<file path="src/rtl/obc_pkg.sv">
package obc_pkg;

    typedef enum logic [2:0] {
        ST_IDLE = 3'd0,
        ST_REQ  = 3'd1,
        ST_PARK = 3'd2,
        ST_XFER = 3'd3,
        ST_DROP = 3'd4
    } own_st_e;

    typedef struct packed {
        own_st_e st;
        logic    hold;
    } ctl_s;

endpackage

</file>
<file path="src/rtl/obc_keep_rule.sv">
module obc_keep_rule (
    input  logic grant,
    input  logic lock_on,
    input  logic yield,
    output logic keep
);
    // Ownership survives a withdrawn grant only inside a lock that refuses to yield.
    assign keep = grant || (lock_on && !yield);
endmodule

</file>
<file path="src/rtl/obc_beat_track.sv">
module obc_beat_track #(
    parameter int LINE_BEATS = 4
) (
    input  logic clk,
    input  logic rst_n,
    input  logic clk_en,
    input  logic start,
    input  logic line_in,
    input  logic active,
    input  logic ack,
    input  logic err,
    input  logic rty,
    output logic cycle_end
);
    localparam int BW = (LINE_BEATS > 2) ? $clog2(LINE_BEATS) : 1;
    localparam logic [BW-1:0] LAST = BW'(LINE_BEATS - 1);

    typedef struct packed {
        logic          line;
        logic [BW-1:0] beat;
    } bt_s;

    bt_s bt_d, bt_q;

    assign cycle_end = active && (err || rty || (ack && (!bt_q.line || bt_q.beat == LAST)));

    always_comb begin
        bt_d = bt_q;
        if (clk_en) begin
            if (start) begin
                bt_d.line = line_in;
                bt_d.beat = '0;
            end else if (active && ack && !cycle_end) begin
                bt_d.beat = bt_q.beat + 1'b1;
            end
        end
    end

    always_ff @(posedge clk or negedge rst_n) begin
        if (!rst_n) begin
            bt_q <= '0;
        end else begin
            bt_q <= bt_d;
        end
    end
endmodule

</file>
<file path="src/rtl/obc_foreign_watch.sv">
module obc_foreign_watch (
    input  logic clk,
    input  logic rst_n,
    input  logic clk_en,
    input  logic ts,
    input  logic mine,
    input  logic term,
    output logic foreign_q
);
    logic foreign_d;

    always_comb begin
        foreign_d = foreign_q;
        if (clk_en && !mine) begin
            if (ts) begin
                foreign_d = 1'b1;
            end else if (term) begin
                foreign_d = 1'b0;
            end
        end
    end

    always_ff @(posedge clk or negedge rst_n) begin
        if (!rst_n) begin
            foreign_q <= 1'b0;
        end else begin
            foreign_q <= foreign_d;
        end
    end
endmodule

</file>
<file path="src/rtl/bus_own_ctl.sv">
module bus_own_ctl #(
    parameter int LINE_BEATS = 4
) (
    input  logic clk,
    input  logic rst_n,
    input  logic clk_en,
    input  logic acc_pend,
    input  logic acc_line,
    input  logic lock_more,
    input  logic lock_yield,
    input  logic grant_i,
    input  logic busy_i,
    input  logic ts_i,
    input  logic ack_i,
    input  logic err_i,
    input  logic rty_i,
    output logic req_o,
    output logic busy_o,
    output logic start_o
);
    import obc_pkg::*;

    ctl_s ctl_d, ctl_q;
    logic may_start;
    logic owner;
    logic cycle_end;
    logic foreign_q;
    logic keep_end;
    logic keep_park;
    logic any_term;

    assign owner    = (ctl_q.st == ST_PARK) || (ctl_q.st == ST_XFER);
    assign any_term = ack_i || err_i || rty_i;

    obc_beat_track #(.LINE_BEATS(LINE_BEATS)) u_beats (
        .clk       (clk),
        .rst_n     (rst_n),
        .clk_en    (clk_en),
        .start     (start_o),
        .line_in   (acc_line),
        .active    (ctl_q.st == ST_XFER),
        .ack       (ack_i),
        .err       (err_i),
        .rty       (rty_i),
        .cycle_end (cycle_end)
    );

    obc_foreign_watch u_foreign (
        .clk       (clk),
        .rst_n     (rst_n),
        .clk_en    (clk_en),
        .ts        (ts_i),
        .mine      (owner || start_o),
        .term      (any_term),
        .foreign_q (foreign_q)
    );

    obc_keep_rule u_keep_end (
        .grant   (grant_i),
        .lock_on (lock_more),
        .yield   (lock_yield),
        .keep    (keep_end)
    );

    obc_keep_rule u_keep_park (
        .grant   (grant_i),
        .lock_on (ctl_q.hold),
        .yield   (lock_yield),
        .keep    (keep_park)
    );

    always_comb begin
        case (ctl_q.st)
            ST_IDLE, ST_REQ: may_start = acc_pend && grant_i && !busy_i && !foreign_q;
            ST_PARK:         may_start = acc_pend && keep_park;
            default:         may_start = 1'b0;
        endcase
    end

    assign start_o = clk_en && may_start;
    assign req_o   = acc_pend;
    assign busy_o  = owner || start_o;

    always_comb begin
        ctl_d = ctl_q;
        if (clk_en) begin
            case (ctl_q.st)
                ST_IDLE: begin
                    if (may_start)     ctl_d.st = ST_XFER;
                    else if (acc_pend) ctl_d.st = ST_REQ;
                end
                ST_REQ: begin
                    if (may_start)      ctl_d.st = ST_XFER;
                    else if (!acc_pend) ctl_d.st = ST_IDLE;
                end
                ST_PARK: begin
                    if (may_start) begin
                        ctl_d.st = ST_XFER;
                    end else if (!keep_park) begin
                        ctl_d.st   = ST_DROP;
                        ctl_d.hold = 1'b0;
                    end
                end
                ST_XFER: begin
                    if (cycle_end) begin
                        if (keep_end) begin
                            ctl_d.st   = ST_PARK;
                            ctl_d.hold = lock_more;
                        end else begin
                            ctl_d.st   = ST_DROP;
                            ctl_d.hold = 1'b0;
                        end
                    end
                end
                default: begin
                    ctl_d.st   = ST_IDLE;
                    ctl_d.hold = 1'b0;
                end
            endcase
        end
    end

    always_ff @(posedge clk or negedge rst_n) begin
        if (!rst_n) begin
            ctl_q <= '{st: ST_IDLE, hold: 1'b0};
        end else begin
            ctl_q <= ctl_d;
        end
    end
endmodule

</file>
<file path="config.mk">
export PLATFORM = sky130hd
export DESIGN_NAME = bus_own_ctl
export DESIGN_NICKNAME = d
export VERILOG_FILES = /design/src/rtl/obc_pkg.sv /design/src/rtl/obc_keep_rule.sv /design/src/rtl/obc_beat_track.sv /design/src/rtl/obc_foreign_watch.sv /design/src/rtl/bus_own_ctl.sv
export SDC_FILE = /design/constraint.sdc
export NUM_CORES = 1
export LEC_CHECK = 0
export ABC_CLOCK_PERIOD_IN_PS = 1900
export BUFFER_PORTS_ARGS = -buffer_cell sky130_fd_sc_hd__clkbuf_2
export CORE_UTILIZATION = 45
export DETAILED_ROUTE_END_ITERATION = 16
export GPL_TIMING_DRIVEN = 1
export PLACE_DENSITY = 0.7
export SLEW_MARGIN = 20
export SYNTH_ARGS = -nofsm -noshare
export SYNTH_HDL_FRONTEND = slang
export SYNTH_HIERARCHICAL = 1
export SYNTH_SLANG_ARGS = --single-unit
</file>
<file path="constraint.sdc">
create_clock -name clk -period 1.9 [get_ports clk]
set_input_delay 0.19 -clock clk [delete_from_list [all_inputs] [get_ports clk]]
set_output_delay 0.19 -clock clk [all_outputs]
set_load 0.02 [all_outputs]
</file>
==> results.cfg, run 1 <==
[routing]
dr.first_iter.drc_count = 4
avgRoutedWirePerCell_um = 12.5
totalWireLength_mm = 1.20
via_per_inst = 5.22
dr_total_vias = 501
route.detailed.drc = 0
drt-pass1-iter-count = 2
postRouteAntennaNets = 0

[floorplan]
io_pins = 16
floorplan.die_area_um2 = 1460
die_h_um = 38.3
die_width_um = 38.3
core-area_um2 = 1170
floorplan.rows = 12
floorplan.initialDensity = 0.505

[clocking]
cts-root-buf = clkbuf_4
path_clk_slew_ns = 0.06
cts_num_sinks = 8
cts_tree = done
postCtsSetupBuffers = 0
cts_buffers = 3
clock_tree.htree_level_count = 1
clock_path_buffers = 2
clk_latency_ns = 0.25

[synth]
post_synth_inst_count = 65
synth_top_cells_by_area = dfrtp_1 (34%), nand4bb_4 (4.7%), nand3_1 (4.2%), nand3b_1 (3.8%), inv_1 (3.2%)
synthMostInstantiatedCell = dfrtp_1
unique_masters_post_synth = 36
synth_edf_count = 0
synth.top_cells.by_count = dfrtp_1 (8), inv_1 (5), nand3_1 (5)
synth_top_area_cell = dfrtp_1
synth.avg_cell_area_um2 = 9.10
synth_warnings = 6
synth_fp_nets = 79
async_reset_ff_frac = 1.00
synthesis.area_um2 = 592
synth_seq_area_share = 0.338
yosys_register_bits = 8
postSynth.topFlopCell = dfrtp_1
synth_top_area_share = 0.338

[sta]
fin_skew_ns = 0.00450
worst_slack_ns = 0.148
setup_total_negative_slack_ns = 0
max_clock_freq_mhz = 571
worstMarginPinSlew_ns = 0.308
rsz0062_at_grt = false
hold_viol = 0
max_slew_margin = 0.794
final_min_period_over_clock_period = 0.922
slew_viol_final = 0
setup_viol = 0
final.min_clock_period_ns = 1.75

[final_layout]
proportion_of_layout_cells_with_a_drive_suffix_above_1 = 0.305
n_antenna_cell = 0
post_layout_instance_count_excluding_filler_cells = 96
fillCellCount = 108
layout.cell_area.non_filler_um2 = 709
area_grow_syn2layout_pct = 19.9
design.final.nets = 98

[critical_path]
setup.worst_path.end_class = register
crit_required_ns = 2.09
rr_endpoint = ctl_q[2]
cp-start-kind = register
reg2reg_setup_slack_ns = 0.15
timing.critical_path.fanout_max = 5
r2r-start = u_beats/bt_q[0]
timing.critical_path.from = u_beats/bt_q[0]
path_class = register to register
worst-r2r-cell-count = 7
cp.arrival_ns = 1.94

[worst_hold_path]
worst_hold_path_ep = u_beats/bt_q[2]
worst_hold_path_type = input port to register
hold_depth = 2
timing.hold.worst.start = acc_line

[grt]
grt_max_degree = 16
grt_antenna_before_repair = 0
first_global_vias = 464
global_route_overflow = 0
grt_first_pass_wirelength_mm = 1.91
globalRouteTotalUtil = 0.193

[run_status]
run_status = finished clean

[place]
detailed_place_hpwl_um = 909
detailed_place.area_um2 = 672
total_instance_count_after_detailed_placement = 92
portBuffers = 15
post-place-ws_ns = 0.134
routabilityCongestion = 0.770

[power_and_ir_drop]
ir_worst_vdd_uv = 471
pwr_density_cell_nw_per_um2 = 948
power.static_leakage_nw = 0.321

[flow_run]
drv_cap = 0
==> critical path, stage by stage, from the launching register on <==
cell and delay, ns:
dfrtp_1 0.41, ha_1 0.20, nand2b_1 0.20, a211oi_2 0.24
nor2b_1 0.10, and3b_1 0.19, o31a_1 0.25, o21ai_2 0.10
==> worst max path at each step <==
stage	depth (start not counted)	slack [ns]	endpoint
after global placement	7	0.13	ctl_q[2]
final	7	0.15	ctl_q[2]
after floorplan	7	0.22	u_beats/bt_q[0]
after global routing	7	0.02	ctl_q[2]
after detailed placement	7	0.13	ctl_q[2]
after CTS	7	0.12	ctl_q[2]
==> power by group <==
group          total [mW]  switching (mW)  internal [mW]
clock network       0.132          0.0600         0.0724
registers           0.276          0.0532          0.223
logic               0.265           0.140          0.124
==> cells by family (layout without fill, tap and decap cells) <==
| logic type | count (synthesis) | count (layout) | synth area share |
|---|---|---|---|
| simple gates | 31 | 31 | 0.364 |
| mux | 2 | 2 | 0.0359 |
| flops | 8 | 8 | 0.338 |
| buf+inv | 8 | 25 | 0.0592 |
| fa+ha+maj | 1 | 1 | 0.0211 |
| compound gates | 15 | 15 | 0.182 |
==> flip-flops by register name (all words and copies together), names as in the netlist <==
register             cells
u_foreign/foreign_q      1
u_beats/bt_q             3
ctl_q                    4
==> metal layers <==
| layer | share of wire | global-route usage | vias up | wire (um) |
|---|---|---|---|---|
| li1 | - | - | 273 | - |
| met1 | 0.55 | 0.268 | 215 | 655 |
| met2 | 0.41 | 0.280 | 11 | 487 |
| met3 | 0.038 | 0.0523 | 2 | 45 |
| met4 | 0.010 | 0.0804 | 0 | 12 |
| met5 | 0 | 0 | - | 0 |
==> final cells by class <==
type                       instances  area [um^2]  area share
inverter                           6         22.5      0.0317
timing repair buffer              16         85.1       0.120
multi-input combinational         49          362       0.510
sequential                         8          200       0.282
clock buffer                       3         22.5      0.0317
tap                               14         17.5      0.0247
==> stage by stage <==
| step | power (mW) | utilization | hold WS [ns] |
|---|---|---|---|
| after floorplan | 0.466 | - | -0.106 |
| after global placement | 0.537 | 0.574 | 0.0547 |
| after detailed placement | 0.539 | 0.574 | 0.0556 |
| after CTS | 0.679 | 0.601 | 0.161 |
| after global routing | 0.722 | 0.606 | 0.167 |
| final | 0.673 | 0.606 | 0.171 |
==> cell usage in the layout (no fill, tap or decap), drive strengths merged, types with 2 or more instances in the layout <==
master / netlist / routed
o21ai: 4 / 4
or4: 2 / 2
inv: 6 / 6
nor2b: 3 / 3
nand2b: 3 / 3
dfrtp: 8 / 8
nand3b: 3 / 3
nand3: 5 / 5
o22ai: 2 / 2
nand2: 3 / 3
a21o: 2 / 2
nor2: 3 / 3
clkbuf: 0 / 18
==> repair_timing <==
item	CTS	global route
resized for setup	0	1
hold buffers	1	0
endpoints found under the hold margin	8	0
endpoints found under the setup margin	0	1
(Power assumes the default switching activity.)
==> run 2, diff against run 1 <==
--- a/config.mk
+++ b/config.mk
@@ -7,12 +7,13 @@
 export LEC_CHECK = 0
 export ABC_CLOCK_PERIOD_IN_PS = 1900
 export BUFFER_PORTS_ARGS = -buffer_cell sky130_fd_sc_hd__clkbuf_2
-export CORE_UTILIZATION = 45
+export CORE_AREA = 2 2 39 41
+export CTS_CLUSTER_DIAMETER = 150
 export DETAILED_ROUTE_END_ITERATION = 16
+export DIE_AREA = 0 0 41 43
 export GPL_TIMING_DRIVEN = 1
-export PLACE_DENSITY = 0.7
+export PLACE_DENSITY = 0.67
 export SLEW_MARGIN = 20
 export SYNTH_ARGS = -nofsm -noshare
 export SYNTH_HDL_FRONTEND = slang
-export SYNTH_HIERARCHICAL = 1
 export SYNTH_SLANG_ARGS = --single-unit
==> constraint.sdc (replaced) <==
create_clock -name clk -period 1.9 [get_ports clk]
set_input_delay 0.285 -clock clk [delete_from_list [all_inputs] [get_ports clk]]
set_output_delay 0.285 -clock clk [all_outputs]
set_load 0.02 [all_outputs]
==> run 2 against run 1 <==
Die area increased by 20%; sequential share of layout area increased by 0.13 points; maximum frequency decreased by 3.4%; synthesized area decreased by 4.7%; sequential power decreased by 24%; largest power group unchanged.
==> results.cfg, run 2 <==
[final_layout]
layout.cell_area.non_filler_um2 = 711
n_antenna_cell = 0
proportion_of_layout_cells_with_a_drive_suffix_above_1 = 0.329
regMostFlops = ctl_q
utilization_after_layout = 0.514
area_grow_syn2layout_pct = 25.9
layout_common_cells = clkbuf_2 (14), dfrtp_1 (7)
number_of_flip_flops_under_the_largest_register_name = 4
largest_registers = ctl_q x4, u_beats.bt_q x3, u_foreign.foreign_q x1
final_common_cell = clkbuf_2
design.final.nets = 92
fillCellCount = 152

[synth]
synth_fp_nets = 70
async_reset_ff_frac = 1.00
synth_top_cells_by_area = dfrtp_1 (35%), nand2b_1 (5.5%), a2111oi_4 (4.9%), mux2i_1 (3.5%), o21ai_0 (3.5%)
synth_seq_area_share = 0.355
synth.top_cells.by_count = dfrtp_1 (8), nand2b_1 (5), inv_1 (4), nor2_1 (4), o21ai_0 (4)
synth_warnings = 0
synth.avg_cell_area_um2 = 10.1
synth_top_area_share = 0.355
synth_top_area_cell = dfrtp_1
synthMostInstantiatedCell = dfrtp_1
post_synth_inst_count = 56
synthesis.area_um2 = 564
yosys_register_bits = 8
unique_masters_post_synth = 31
postSynth.topFlopCell = dfrtp_1
synth_edf_count = 0

[power_and_ir_drop]
ir_worst_vdd_uv = 303
power.static_leakage_nw = 0.302
pwr_density_cell_nw_per_um2 = 633
design_power_total_uw = 450

[sta]
setup_total_negative_slack_ns = 0
final.min_clock_period_ns = 1.81
max_slew_margin = 0.599
setup_viol = 0
worst_slack_ns = 0.0865
worstMarginPinSlew_ns = 0.598
hold_viol = 0
final_min_period_over_clock_period = 0.954
max_clock_freq_mhz = 551
fin_skew_ns = 0.00227
rsz0062_at_grt = false
slew_viol_final = 0

[routing]
dr.first_iter.drc_count = 10
totalWireLength_mm = 1.27
route.detailed.drc = 0
avgRoutedWirePerCell_um = 13.8
via_per_inst = 5.78
postRouteAntennaNets = 0
dr_total_vias = 532
drt-pass1-iter-count = 3

[clocking]
cts_tree = done
clk_latency_ns = 0.24
clock_path_buffers = 2
cts-root-buf = clkbuf_4
path_clk_slew_ns = 0.05
cts_buffers = 3
clock_tree.htree_level_count = 1
cts_num_sinks = 8

[critical_path]
timing.critical_path.fanout_max = 5
r2r-start = ctl_q[1]
setup.worst_path.end_class = output pin
reg2reg_setup_slack_ns = 0.20
worst-r2r-cell-count = 5
cp.arrival_ns = 1.53
rr_endpoint = u_beats.bt_q[2]
cp-start-kind = register
crit_required_ns = 1.62
path_class = register to output pin

[grt]
grt_first_pass_wirelength_mm = 2.09
global_route_overflow = 0
globalRouteTotalUtil = 0.181
grt_max_degree = 9
first_global_vias = 483
grt_antenna_before_repair = 0

[worst_hold_path]
hold_depth = 2
timing.hold.worst.start = acc_line
worst_hold_path_ep = u_beats.bt_q[2]
worst_hold_path_type = input port to register

[floorplan]
die_h_um = 43
die_width_um = 41
io_pins = 16
floorplan.initialDensity = 0.408
core-area_um2 = 1380
floorplan.die_area_um2 = 1760
floorplan.rows = 14

[place]
portBuffers = 15
routabilityCongestion = 0.775
detailed_place_hpwl_mm = 1.06
post-place-ws_ns = 0.148
detailed_place.area_um2 = 659

[run_status]
run_status = finished clean

[flow_run]
drv_cap = 0
[run 2: cell types whose count changed in the layout (fill, tap and decap cells not counted), moves of 2 or more]
cell      change
buf_4         +3
o41ai_1       +2
o21ai_0       +2
nand3b_1      -2
nand3_1       -5
a211oi_1      +2
a21o_1        -2
nor2b_1       -3
[run 2: critical path, cell delays in order, from the launching register on]
cell      delay [ns]
dfrtp_1         0.37
buf_4           0.16
a2111o_1        0.43
a21oi_4         0.17
buf_4           0.15
[run 2: area by class of cell]
type	count	area [um^2]	area share
multi-input cells	43	349	0.491
inverters	4	15.0	0.0211
repair buffers	18	103	0.144
flip-flops and latches	8	201	0.283
well taps	16	20.0	0.0282
clock buffers	3	22.5	0.0317
[run 2: how the worst max path moves through the flow]
stage                            endpoint     start  slack [ns]  cells after the start
after floorplan           u_beats.bt_q[2]  ctl_q[3]        0.19                      4
after global placement            start_o  ctl_q[3]        0.15                      4
after detailed placement          start_o  ctl_q[3]        0.15                      4
after CTS                         start_o  ctl_q[3]        0.02                      4
after global routing               busy_o  ctl_q[2]        0.02                      4
final                             start_o  ctl_q[1]        0.09                      4
[run 2: stage by stage]
| stage | instances | hold slack [ns] |
|---|---|---|
| 3_3_place_gp | 87 | 0.138 |
| 4_1_cts | 92 | 0.254 |
| 2_1_floorplan | 56 | -0.0106 |
| 5_1_grt | 92 | 0.259 |
| 3_5_place_dp | 87 | 0.139 |
| 6_report | 92 | 0.262 |
[run 2: where the power goes]
| part | internal [mW] | total, mW | switching, mW |
|---|---|---|---|
| combinational | 0.0525 | 0.119 | 0.0665 |
| sequential | 0.191 | 0.209 | 0.0178 |
| clock | 0.0718 | 0.122 | 0.0503 |
[run 2: repair_timing]
action,CTS,global route
hold buffers,1,0
resized for setup,1,3
buffers inserted,1,0
setup endpoints to repair,1,1
hold endpoints to repair,8,0
pin swaps,2,0
[run 2: cell families after synthesis]
kind of cell	count (synthesis)	share of synthesized area
AOI/OAI and AO/OA	20	0.304
and+or+nand+nor	17	0.193
muxes	3	0.0554
DFF	8	0.355
buffers and inverters	5	0.0399
adders and majority gates	1	0.0222
xor gates and xnor gates	2	0.0310
[run 2: layer usage]
layer  up-vias  global-route usage  routed length [um]
met5         -                   0                   0
met4         0               0.100                  14
met3         2              0.0576                  47
met2        11               0.266                 634
met1       259               0.224                 577
li1        260                   -                   -
